--- config.mk ---
export PLATFORM = sky130hd
export DESIGN_NAME = pmt_timer
export DESIGN_NICKNAME = d
export VERILOG_FILES = /design/src/rtl/pmt_pkg.sv /design/src/rtl/pmt_cfg_regs.sv /design/src/rtl/pmt_counter.sv /design/src/rtl/pmt_io_decode.sv /design/src/rtl/pmt_timer.sv
export SDC_FILE = /design/constraint.sdc
export NUM_CORES = 1
export LEC_CHECK = 0
export ABC_AREA = 1
export BUFFER_PORTS_ARGS = -buffer_cell sky130_fd_sc_hd__buf_2
export CAP_MARGIN = 5
export CORE_MARGIN = 1.5
export CORE_UTILIZATION = 56
export DETAILED_ROUTE_END_ITERATION = 10
export GPL_TIMING_DRIVEN = 0
export PLACE_DENSITY_LB_ADDON = 0.25
export SYNTH_ARGS = -nofsm -noshare
export SYNTH_HDL_FRONTEND = slang
export SYNTH_HIERARCHICAL = 1
export SYNTH_SLANG_ARGS = --single-unit
--- constraint.sdc ---
create_clock -name clk -period 2 [get_ports clk]
set_clock_uncertainty 0.1 [all_clocks]
set_input_delay 0.3 -clock clk [delete_from_list [all_inputs] [get_ports clk]]
set_output_delay 0.3 -clock clk [all_outputs]
set_load 0.03 [all_outputs]
--- src/rtl/pmt_pkg.sv ---
package pmt_pkg;
  localparam int          IO_AW      = 16;
  localparam logic [7:0]  CTRL_OFS   = 8'h41;
  localparam logic [7:0]  FIXED_OFS  = 8'h48;
  localparam logic [7:0]  PAGE_OFS   = 8'h49;
  localparam logic [7:0]  FIXED_VAL  = 8'h01;
  localparam logic [7:0]  TMR_OFS    = 8'h08;
  localparam int          EN_BIT     = 7;
  localparam int          WIDE_BIT   = 3;
endpackage

--- src/rtl/pmt_cfg_regs.sv ---
module pmt_cfg_regs
  import pmt_pkg::*;
(
  input  logic       clk,
  input  logic       rst,
  input  logic       cfg_wr,
  input  logic [7:0] cfg_addr,
  input  logic [7:0] cfg_wdata,
  output logic [7:0] cfg_rdata,
  output logic       win_en,
  output logic       wide,
  output logic [7:0] page_q
);
  logic [7:0] ctrl_q;

  always_ff @(posedge clk) begin
    if (rst) begin
      ctrl_q <= '0;
      page_q <= '0;
    end else if (cfg_wr) begin
      if (cfg_addr == CTRL_OFS) ctrl_q <= cfg_wdata;
      if (cfg_addr == PAGE_OFS) page_q <= cfg_wdata;
    end
  end

  always_comb begin
    unique case (cfg_addr)
      CTRL_OFS:  cfg_rdata = ctrl_q;
      FIXED_OFS: cfg_rdata = FIXED_VAL;
      PAGE_OFS:  cfg_rdata = page_q;
      default:   cfg_rdata = 8'h00;
    endcase
  end

  assign win_en = ctrl_q[EN_BIT];
  assign wide   = ctrl_q[WIDE_BIT];
endmodule

--- src/rtl/pmt_counter.sv ---
module pmt_counter #(
  parameter int CNT_W = 32
) (
  input  logic             clk,
  input  logic             rst,
  input  logic             tick_en,
  output logic [CNT_W-1:0] cnt_q
);
  always_ff @(posedge clk) begin
    if (rst)          cnt_q <= '0;
    else if (tick_en) cnt_q <= cnt_q + CNT_W'(1);
  end
endmodule

--- src/rtl/pmt_io_decode.sv ---
module pmt_io_decode
  import pmt_pkg::*;
#(
  parameter int CNT_W    = 32,
  parameter int NARROW_W = 24
) (
  input  logic [IO_AW-1:0] io_addr,
  input  logic             io_rd,
  input  logic             io_wr,
  input  logic             win_en,
  input  logic             wide,
  input  logic [7:0]       page_q,
  input  logic [CNT_W-1:0] cnt_q,
  output logic             io_hit,
  output logic [7:0]       io_rdata
);
  localparam int NBYTES = CNT_W / 8;
  localparam int LB     = $clog2(NBYTES);

  logic [CNT_W-1:0] vis;
  logic [7:0]       lane [NBYTES];
  logic             page_ok;
  logic             tmr_sel;

  for (genvar b = 0; b < CNT_W; b++) begin : g_mask
    if (b < NARROW_W) begin : g_low
      assign vis[b] = cnt_q[b];
    end else begin : g_high
      assign vis[b] = cnt_q[b] & wide;
    end
  end

  for (genvar l = 0; l < NBYTES; l++) begin : g_lane
    assign lane[l] = vis[8*l +: 8];
  end

  assign page_ok  = win_en && (page_q != 8'h00) && (io_addr[IO_AW-1:8] == page_q);
  assign io_hit   = (io_rd || io_wr) && page_ok;
  assign tmr_sel  = (io_addr[7:LB] == TMR_OFS[7:LB]);
  assign io_rdata = (io_rd && io_hit && tmr_sel) ? lane[io_addr[LB-1:0]] : 8'hFF;
endmodule

--- src/rtl/pmt_timer.sv ---
module pmt_timer
  import pmt_pkg::*;
#(
  parameter int CNT_W    = 32,
  parameter int NARROW_W = 24
) (
  input  logic             clk,
  input  logic             rst,
  input  logic             tick_en,
  input  logic             cfg_wr,
  input  logic [7:0]       cfg_addr,
  input  logic [7:0]       cfg_wdata,
  output logic [7:0]       cfg_rdata,
  input  logic             io_rd,
  input  logic             io_wr,
  input  logic [IO_AW-1:0] io_addr,
  input  logic [7:0]       io_wdata,
  output logic [7:0]       io_rdata,
  output logic             io_hit
);
  logic             win_en;
  logic             wide;
  logic [7:0]       page_q;
  logic [CNT_W-1:0] cnt_q;
  logic             wdata_unused;

  assign wdata_unused = ^io_wdata;

  pmt_cfg_regs u_cfg (
    .clk(clk), .rst(rst), .cfg_wr(cfg_wr), .cfg_addr(cfg_addr),
    .cfg_wdata(cfg_wdata), .cfg_rdata(cfg_rdata),
    .win_en(win_en), .wide(wide), .page_q(page_q)
  );

  pmt_counter #(.CNT_W(CNT_W)) u_cnt (
    .clk(clk), .rst(rst), .tick_en(tick_en), .cnt_q(cnt_q)
  );

  pmt_io_decode #(.CNT_W(CNT_W), .NARROW_W(NARROW_W)) u_dec (
    .io_addr(io_addr), .io_rd(io_rd), .io_wr(io_wr | (wdata_unused & 1'b0)),
    .win_en(win_en), .wide(wide), .page_q(page_q), .cnt_q(cnt_q),
    .io_hit(io_hit), .io_rdata(io_rdata)
  );
endmodule

==> results of run 1 <==
-- area by class of cell --
cell class | count | area [µm²]
fillers | 546 | 2020
multi-input cells | 388 | 1960
flip-flops and latches | 48 | 966
inverters | 97 | 367
repair buffers | 51 | 263
well taps | 75 | 93.8
plain buffers | 13 | 92.6
clock buffers | 6 | 82.6
clock inverters | 2 | 10.0
-- through the flow --
| stage | utilization [%] | instances | TNS (ns) |
|---|---|---|---|
| after floorplan | - | 545 | 0 |
| after CTS | 64.9 | 679 | 0 |
| after global placement | 63.3 | 671 | 0 |
| final | 65.5 | 680 | 0 |
| after global routing | 65.5 | 680 | -0.0112 |
| after detailed placement | 63.3 | 671 | 0 |
-- cells by family after synthesis --
| kind of cell | Yosys count | synth area share (%) |
|---|---|---|
| flip-flops | 48 | 28.6 |
| buffers and inverters | 110 | 13.7 |
| AO/OA/AOI/OAI | 47 | 7.83 |
| XOR/XNOR | 5 | 1.30 |
| AND/OR/NAND/NOR | 334 | 48.2 |
| adder cells (fa/ha/maj) | 1 | 0.373 |
-- path summary, 6_finish.rpt --
path | from | cells past startpoint | end
max | u_cfg/page_q[5] | 8 | io_rdata[6]
min | tick_en | 2 | u_cnt/cnt_q[0]
max reg2reg | u_cnt/cnt_q[0] | 8 | u_cnt/cnt_q[28]
min reg2reg | u_cfg/ctrl_q[5] | 4 | u_cfg/ctrl_q[5]
-- cell usage after synthesis, types with 2 or more instances --
library cell    n
a21oi_1        20
buf_1           2
buf_2           5
buf_4           2
buf_6           4
dfxtp_1        48
inv_1          90
inv_2           6
nand2_1       157
nand2_2        14
nand2_4         2
nand3_1        32
nand3_2         2
nand3_4         2
nand4_1        32
nor2_1         61
nor2_2         14
nor2_4         10
nor2_8          2
nor3_1          3
o21a_1          3
o21ai_0         7
o21ai_1         8
o22ai_1         7
xnor2_1         4
-- power by group through the flow --
stage | Sequential [mW] | Combinational (mW) | Clock, mW
floorplan | 0.986 | 0.113 | 0
global placement | 0.988 | 0.172 | 0
detailed placement | 0.988 | 0.176 | 0
CTS | 0.966 | 0.176 | 0.623
global route | 0.967 | 0.202 | 0.650
finish | 0.966 | 0.181 | 0.601
-- repair_timing --
action	4_1_cts	5_1_grt
buffers inserted	0	0
cloned	0	1
hold endpoints to repair	0	0
endpoints found under the setup margin	1	9
pin swaps	1	1
gates resized for setup	1	13
-- sequential cells by signal (all words and copies together) (netlist names) --
signal,flops
u_cfg/page_q,8
u_cfg/ctrl_q,8
u_cnt/cnt_q,32
-- per-layer routing --
layer / vias to the layer above / routed length, µm / track usage (%) / part of all wire [%]
met4: 0 / 96 / 7.59 / 1.2
met3: 10 / 585 / 4.32 / 7.3
li1: 1829 / - / - / -
met1: 1517 / 3750 / 35.0 / 47
met2: 123 / 3600 / 41.9 / 45
met5: - / 0 / 0 / 0
==> flow_summary.json, run 1 <==
{
  "vdd_drop_max_v": 0.000276,
  "area_delta_synth_final_pct": 14.1,
  "cts_tree": "built",
  "r2r_slack_ns": 0.38,
  "power_density_nw_per_um2": 456,
  "synth_edf_count": 0,
  "power_mw": 1.75,
  "finalMaxSlewViolations": 0,
  "synth_cell_types": 33,
  "antenna_found_initial": 0,
  "cp-start-kind": "flip-flop",
  "portBuffers": 51,
  "worst-endpoint-required_ns": 1.60,
  "vias_per_cell": 5.12,
  "cp_max_fo": 4,
  "p_int_mw": 1.31,
  "insertion_delay_ns": 0.30,
  "swShare_pct": 25.3,
  "yosysTopAreaCell": "dfxtp_1",
  "clock-sinks": 48,
  "hold_viol_final": 0,
  "power_frac_clock_pct": 34.4,
  "cp_top_family": "simple AND/OR/NAND/NOR gates",
  "slew_headroom_pct": 66.3,
  "arrival_ns": 1.50,
  "post-route-period-util_pct": 95.2,
  "crit_chain": "inv_1 > nand2_1 > nand2_1 > nor2_1 > nand2_2 > nor2_2 > nand4_1 > buf_2",
  "io_pins": 63,
  "holdCritPathClass": "input pin to flip-flop",
  "syn_inst": 545,
  "chipHeight_um": 80.4,
  "cpMostUsedCell": "nand2_1",
  "synth_top_area_share_pct": 28.6,
  "drtIter0Drc": 261,
  "wirelength_mm": 8.04,
  "whs_ns": 0.101,
  "switchingPower_uw": 442,
  "design_area_um2": 3830,
  "yosys-top-cells-area": "dfxtp_1, nand2_1, inv_1, nor2_1, nand4_1",
  "finalSetupViolCount": 0,
  "insertedDiodeCount": 0,
  "die_w_um": 80.4,
  "path_class": "flip-flop to primary output",
  "drt_pre_antenna_iters": 5,
  "clockBufferDepth": 2,
  "wl_per_cell_um": 11.8,
  "ys_ff_latch": 48,
  "grt_pass1_wl_mm": 13.2,
  "drcViolationCount": 0,
  "antenna_left": 0,
  "gp_congestion": 0.920,
  "drive_gt1_share_pct": 22.0,
  "synth_area_um2": 3360,
  "p_seq_share_pct": 55.3,
  "layout_common_cells": "nand2_1, inv_1, nor2_1, buf_2, dfxtp_1",
  "cp_slowest_stage_delay_ns": 0.36,
  "fmax_mhz": 525,
  "placed_cell_area_um2": 3710,
  "cellLeakagePower_nw": 1.81,
  "ys.flop_type": "dfxtp_1",
  "rows": 28,
  "synth.avg_cell_area_um2": 6.16,
  "nNetsFinal": 651,
  "die-area_um2": 6470,
  "status": "finished, final reports clean",
  "endpoint_kind": "primary output",
  "cap_violations": 0,
  "ys_seq_area_share_pct": 28.6,
  "slowest_stage": "dfxtp_2",
  "layout_commonest_cell": "nand2_1",
  "critical_path_buf_inv_count": 2,
  "tightestPinTransition_ns": 0.506,
  "track_usage_pct": 25.8,
  "period_needed_ns": 1.90,
  "syn_nets": 592,
  "cts_made_buffers": 5,
  "dp_slack_ns": 0.235,
  "dp_hpwl_mm": 6.10,
  "async_reset_ff_share_pct": 0,
  "core_region_area_um2": 5850,
  "ys_warn_count": 6,
  "vias": 3479,
  "grt_overflow": 0,
  "start_util_pct": 57.4,
  "grt_max_degree": 15,
  "p_comb_share_pct": 10.4,
  "root_buffer": "clkbuf_8",
  "ctsHoldBuffers": 0,
  "setup_slack_ns": 0.0954,
  "clk_pin_slew_ns": 0.09,
  "grt_pass1_vias": 3019,
  "htree_levels": 2
}
Note: power is estimated with default switching activity, not from simulation.
==> inputs of run 2 (changes only) <==
ABC_AREA = unset   (was 1)
CORE_UTILIZATION = 55   (was 56)
==> run 2 against run 1 <==
Net effect:
- the run now ends with negative setup slack left
- clock power increased by 37%
- non-clock buffer count increased by 10
- synthesized cell count is 37% lower
- register-to-register slack worse by 0.35 ns
- maximum frequency fell by 26%
- largest power group unchanged
==> flow_summary.json, run 2 <==
{
  "period_needed_ns": 2.56,
  "io_pins": 63,
  "yosysTopAreaCell": "dfxtp_1",
  "cap_violations": 0,
  "track_usage_pct": 27.9,
  "die_w_um": 75.9,
  "cp-start-kind": "flip-flop",
  "synth_cell_types": 44,
  "synth_top_area_share_pct": 32.9,
  "clk_pin_slew_ns": 0.08,
  "antenna_found_initial": 0,
  "r2r-end": "u_cnt/cnt_q[24]",
  "worst-endpoint-required_ns": 1.60,
  "area_delta_synth_final_pct": 25.9,
  "synth_edf_count": 0,
  "vias_per_cell": 5.78,
  "ctsHoldBuffers": 0,
  "top_regs": "u_cnt/cnt_q (32), u_cfg/ctrl_q (8), u_cfg/page_q (8)",
  "holdCritPathClass": "input pin to flip-flop",
  "hold_depth": 3,
  "htree_levels": 2,
  "slowest_stage": "or4b_4",
  "slew_headroom_pct": 45.0,
  "rsz0062_at_grt": "yes",
  "ys_seq_area_share_pct": 32.9,
  "rows": 26,
  "vdd_drop_max_v": 0.000299,
  "hp-start": "cfg_wdata[7]",
  "drive_gt1_share_pct": 36.0,
  "cp_max_fo": 8,
  "tightestPinTransition_ns": 0.819,
  "nNetsFinal": 453,
  "gp_congestion": 0.883,
  "largest_register_ffs": 32,
  "layout_common_cells": "buf_2, dfxtp_1, nor2_1, nor2b_1, mux2i_1",
  "hold_viol_final": 0,
  "synth_common_cells": "dfxtp_1, nor2_1, nor2b_1, mux2i_1, a21oi_1",
  "die-area_um2": 5760,
  "cellLeakagePower_nw": 1.36,
  "root_buffer": "clkbuf_8",
  "insertedDiodeCount": 0,
  "placed_cells": 467,
  "cts_tree": "built",
  "start_util_pct": 57.2,
  "vias": 2752,
  "cp_top_family": "simple AND/OR/NAND/NOR gates",
  "wirelength_mm": 7.99,
  "hold_path_end": "u_cfg/page_q[7]",
  "layout_commonest_cell": "buf_2",
  "finalMaxSlewViolations": 0,
  "violations": "negative setup slack",
  "finalSetupViolCount": 9,
  "instances_no_fill": 476,
  "power_density_nw_per_um2": 526,
  "syn_inst": 344,
  "drcViolationCount": 0,
  "clock-sinks": 48,
  "arrival_ns": 2.16,
  "path_class": "flip-flop to primary output",
  "ys_ff_latch": 48,
  "async_reset_ff_share_pct": 0,
  "synth_most_common_cell": "dfxtp_1",
  "ys.flop_type": "dfxtp_1",
  "post-route-period-util_pct": 128,
  "clockBufferDepth": 2,
  "reg2regPathDepth": 4,
  "crit_chain": "nor2b_1 > a2111o_1 > or4b_4 > or3_4 > buf_6",
  "synth.avg_cell_area_um2": 8.50,
  "syn_nets": 391,
  "endpoint_kind": "primary output",
  "grt_pass1_vias": 2661,
  "insertion_delay_ns": 0.31,
  "r2r_start": "u_cnt/cnt_q[10]",
  "dp_hpwl_mm": 5.31,
  "synth_area_um2": 2920,
  "fin_setup_tns_ns": -4.59,
  "grt_pass1_wl_mm": 12.8,
  "setup_slack_ns": -0.564,
  "ys_warn_count": 6,
  "cp_slowest_stage_delay_ns": 0.56,
  "regMostFlops": "u_cnt/cnt_q",
  "r2r_slack_ns": 0.03,
  "chipHeight_um": 75.9,
  "yosys-top-cells-area": "dfxtp_1, mux2i_1, nor2b_1, nor2_1, or2b_2",
  "wl_per_cell_um": 16.8,
  "drtIter0Drc": 228,
  "critical_path_buf_inv_count": 1,
  "antenna_left": 0,
  "dp_slack_ns": -0.480,
  "portBuffers": 53,
  "fmax_mhz": 390,
  "cts_made_buffers": 5,
  "core_region_area_um2": 5110,
  "drt_pre_antenna_iters": 4,
  "grt_overflow": 0,
  "status": "finished, violations left",
  "grt_max_degree": 15
}
run 2: power by group:
part	leakage [nW]	total [mW]	internal (mW)	switching, mW
Combinational	0.902	0.156	0.0686	0.0873
Clock	0.0642	0.821	0.492	0.329
Sequential	0.397	0.957	0.953	0.00494
run 2: how the worst max path moves through the flow:
stage / to / from / cells after the start
finish: io_rdata[6] / u_cfg/page_q[1] / 5
global route: io_rdata[6] / u_cfg/page_q[2] / 5
CTS: io_rdata[2] / u_cfg/page_q[2] / 5
detailed placement: io_rdata[2] / io_addr[9] / 7
global placement: io_rdata[1] / io_addr[9] / 7
floorplan: io_rdata[0] / io_addr[9] / 5
run 2: timing repair:
item                                    4_1_cts  5_1_grt
endpoints found under the setup margin       30       31
pin swaps                                     3        4
gates resized for setup                      51       16
hold endpoints to repair                      0        0
buffers inserted                              6        1
gates cloned                                  0        1
run 2: kinds of logic after synthesis:
group	after synthesis	synth area share, %
fa+ha+maj	1	0.428
simple gates	171	35.7
mux	36	13.2
flops	48	32.9
compound gates	40	8.09
xor+xnor	18	5.39
buf+inv	30	4.24
run 2: metrics by stage:
step	hold WS (ns)	total power, mW	util (%)	instance area [µm²]
after floorplan	0.365	1.07	-	2980
after global placement	0.389	1.13	65.3	3340
after detailed placement	0.399	1.14	65.3	3340
after CTS	0.194	1.94	70.9	3620
after global routing	0.207	2.00	72.0	3680
final	0.187	1.93	72.0	3680
run 2: final cells by class:
cell class	instances	area (µm²)
Multi-Input combinational cell	267	1990
Fill cell	413	1430
Sequential cell	48	993
Timing Repair Buffer	60	388
Tap cell	70	87.6
Clock buffer	5	68.8
Clock inverter	2	60.1
Buffer	14	57.6
Inverter	10	37.5
run 2: routing by layer:
| metal | vias up | GRT usage (%) | part of all wire (%) | wire length, µm |
|---|---|---|---|---|
| met2 | 89 | 47.4 | 49 | 3920 |
| met4 | 0 | 8.15 | 1.1 | 85 |
| met3 | 10 | 6.39 | 5.9 | 472 |
| met5 | - | 0 | 0 | 0 |
| li1 | 1331 | - | - | - |
| met1 | 1322 | 35.5 | 44 | 3510 |
run 2: worst min-delay path: stages:
cell	delay, ns
buf_2	0.09
nand2b_1	0.09
mux2i_1	0.07
==> inputs of run 3 (changes only) <==
BUFFER_PORTS_ARGS = -buffer_cell sky130_fd_sc_hd__clkbuf_2   (was -buffer_cell sky130_fd_sc_hd__buf_2)
CTS_CLUSTER_SIZE = 10   (was unset)
==> run 3 against run 2 <==
Net effect:
- the flow still finishes with violations (negative setup slack)
- core utilization rose by 2.5 points
- wire length fell by 4.8%
- non-clock buffer count rose by 6
- cell count rose by 1.3%
- maximum frequency fell by 1.2%
- via count rose by 2.0%
- sequential share of layout area fell by 0.74 points
- clock-buffer cell count rose by 1
- critical path type unchanged
- largest cell class unchanged
==> flow_summary.json, run 3 (synthesized netlist as in run 2, its figures left out) <==
{
  "cts_tree": "built",
  "clk_pin_slew_ns": 0.08,
  "drt_pre_antenna_iters": 5,
  "regMostFlops": "u_cnt/cnt_q",
  "setup_slack_ns": -0.596,
  "power_density_nw_per_um2": 450,
  "top_regs": "u_cnt/cnt_q (32), u_cfg/ctrl_q (8), u_cfg/page_q (8)",
  "grt_pass1_vias": 2563,
  "r2r_slack_ns": 0,
  "placed_cell_area_um2": 3340,
  "critical_path_buf_inv_count": 1,
  "reg2regPathDepth": 5,
  "htree_levels": 2,
  "clock-sinks": 48,
  "die_w_um": 75.9,
  "clockBufferDepth": 2,
  "layout_common_cells": "clkbuf_2, dfxtp_1, nor2_1, nor2b_1, mux2i_1",
  "status": "finished, violations left",
  "finalSetupViolCount": 9,
  "use_met1_pct": 35.5,
  "fillers": 369,
  "io_pins": 63,
  "whs_ns": 0.183,
  "cellLeakagePower_nw": 1.50,
  "grt_pass1_wl_mm": 12.0,
  "antenna_found_initial": 0,
  "vdd_drop_max_v": 0.000388,
  "dp_hpwl_mm": 5.24,
  "worst-endpoint-required_ns": 1.60,
  "cp_max_fo": 8,
  "wirelength_mm": 7.60,
  "cp_top_family": "simple AND/OR/NAND/NOR gates",
  "post-route-period-util_pct": 130,
  "grt_max_degree": 16,
  "gp_congestion": 0.894,
  "track_usage_pct": 25.4,
  "rows": 26,
  "hold_viol_final": 0,
  "seq_area_um2": 1000,
  "core_region_area_um2": 5110,
  "layout_commonest_cell": "clkbuf_2",
  "cap_violations": 0,
  "violations": "negative setup slack",
  "hold_depth": 3,
  "top_usage_layer": "met2",
  "met3_usage_pct": 3.86,
  "cts_made_buffers": 5,
  "multiInputGateArea_um2": 2030,
  "design_area_um2": 3810,
  "postLayoutCoreUtil_pct": 74.5,
  "holdCritPathClass": "input pin to flip-flop",
  "vias_per_cell": 5.82,
  "slowest_stage": "or4b_4",
  "cp_slowest_stage_delay_ns": 0.56,
  "nNetsFinal": 458,
  "antenna_left": 0,
  "grt_overflow": 0,
  "largest_register_ffs": 32,
  "fmax_mhz": 385,
  "vias": 2806,
  "drive_gt1_share_pct": 36.4,
  "area_delta_synth_final_pct": 30.3,
  "drcViolationCount": 0,
  "drtIter0Drc": 282,
  "chipHeight_um": 75.9,
  "power_mw": 1.71,
  "endpoint_kind": "primary output",
  "rsz0062_at_grt": "yes",
  "crit_chain": "nor2b_1 > a2111o_1 > or4b_4 > or3_4 > buf_8",
  "start_util_pct": 57.2,
  "tightestPinTransition_ns": 0.780,
  "portBuffers": 53,
  "period_needed_ns": 2.60,
  "insertion_delay_ns": 0.29,
  "r2r_start": "u_cnt/cnt_q[11]",
  "wl_per_cell_um": 15.8,
  "die-area_um2": 5760,
  "hold_path_end": "u_cfg/page_q[7]",
  "dp_slack_ns": -0.469,
  "slew_headroom_pct": 47.6,
  "r2r-end": "u_cnt/cnt_q[30]",
  "insertedDiodeCount": 0,
  "finalMaxSlewViolations": 0,
  "root_buffer": "clkbuf_8",
  "arrival_ns": 2.20,
  "path_class": "flip-flop to primary output",
  "cp-start-kind": "flip-flop",
  "met2_usage_pct": 41.3,
  "hp-start": "cfg_wdata[7]"
}
-- run 3: repair_timing --
item,4_1_cts,5_1_grt
endpoints found under the setup margin,28,29
pin swaps,2,11
hold buffers,0,0
resized for setup,44,46
setup buffers,6,4
cloned,0,1
-- run 3: stage by stage --
step,instances,setup TNS (ns)
finish,482,-4.79
global route,482,-5.23
CTS,478,-4.56
detailed placement,467,-6.94
global placement,467,-6.26
floorplan,344,-2.61
-- run 3: worst max-delay path by stage --
stage               cells after the start       startpoint           to
finish                                  5  u_cfg/page_q[1]  io_rdata[4]
global route                            5  u_cfg/page_q[2]  io_rdata[4]
CTS                                     5  u_cfg/page_q[1]  io_rdata[1]
detailed placement                      7       io_addr[9]  io_rdata[1]
global placement                        7       io_addr[9]  io_rdata[1]
floorplan                               5       io_addr[9]  io_rdata[0]
-- run 3: final cells by class --
class	instances	area share, %
clock inverter	2	0.394
multi-input combinational	266	53.2
inverter	10	0.986
timing repair buffer	64	12.7
tap	70	2.30
buffer	16	2.00
sequential	48	26.3
clock buffer	6	2.17
-- run 3: tightest hold or removal path, stage by stage --
cell      delay, ns
clkbuf_2       0.08
nand2b_1       0.08
mux2i_1        0.08
-- run 3: layer usage --
metal  wire, µm  vias up  part of all wire, %
met2       3670       96                   48
met1       3460     1363                   45
li1           -     1340                    -
met5          0        -                    0
met3        426        7                  5.6
met4         47        0                 0.62
-- run 3: where the power goes --
group / switching [mW] / internal (mW)
clock: 0.323 / 0.280
combinational: 0.0861 / 0.0705
sequential: 0.00478 / 0.949
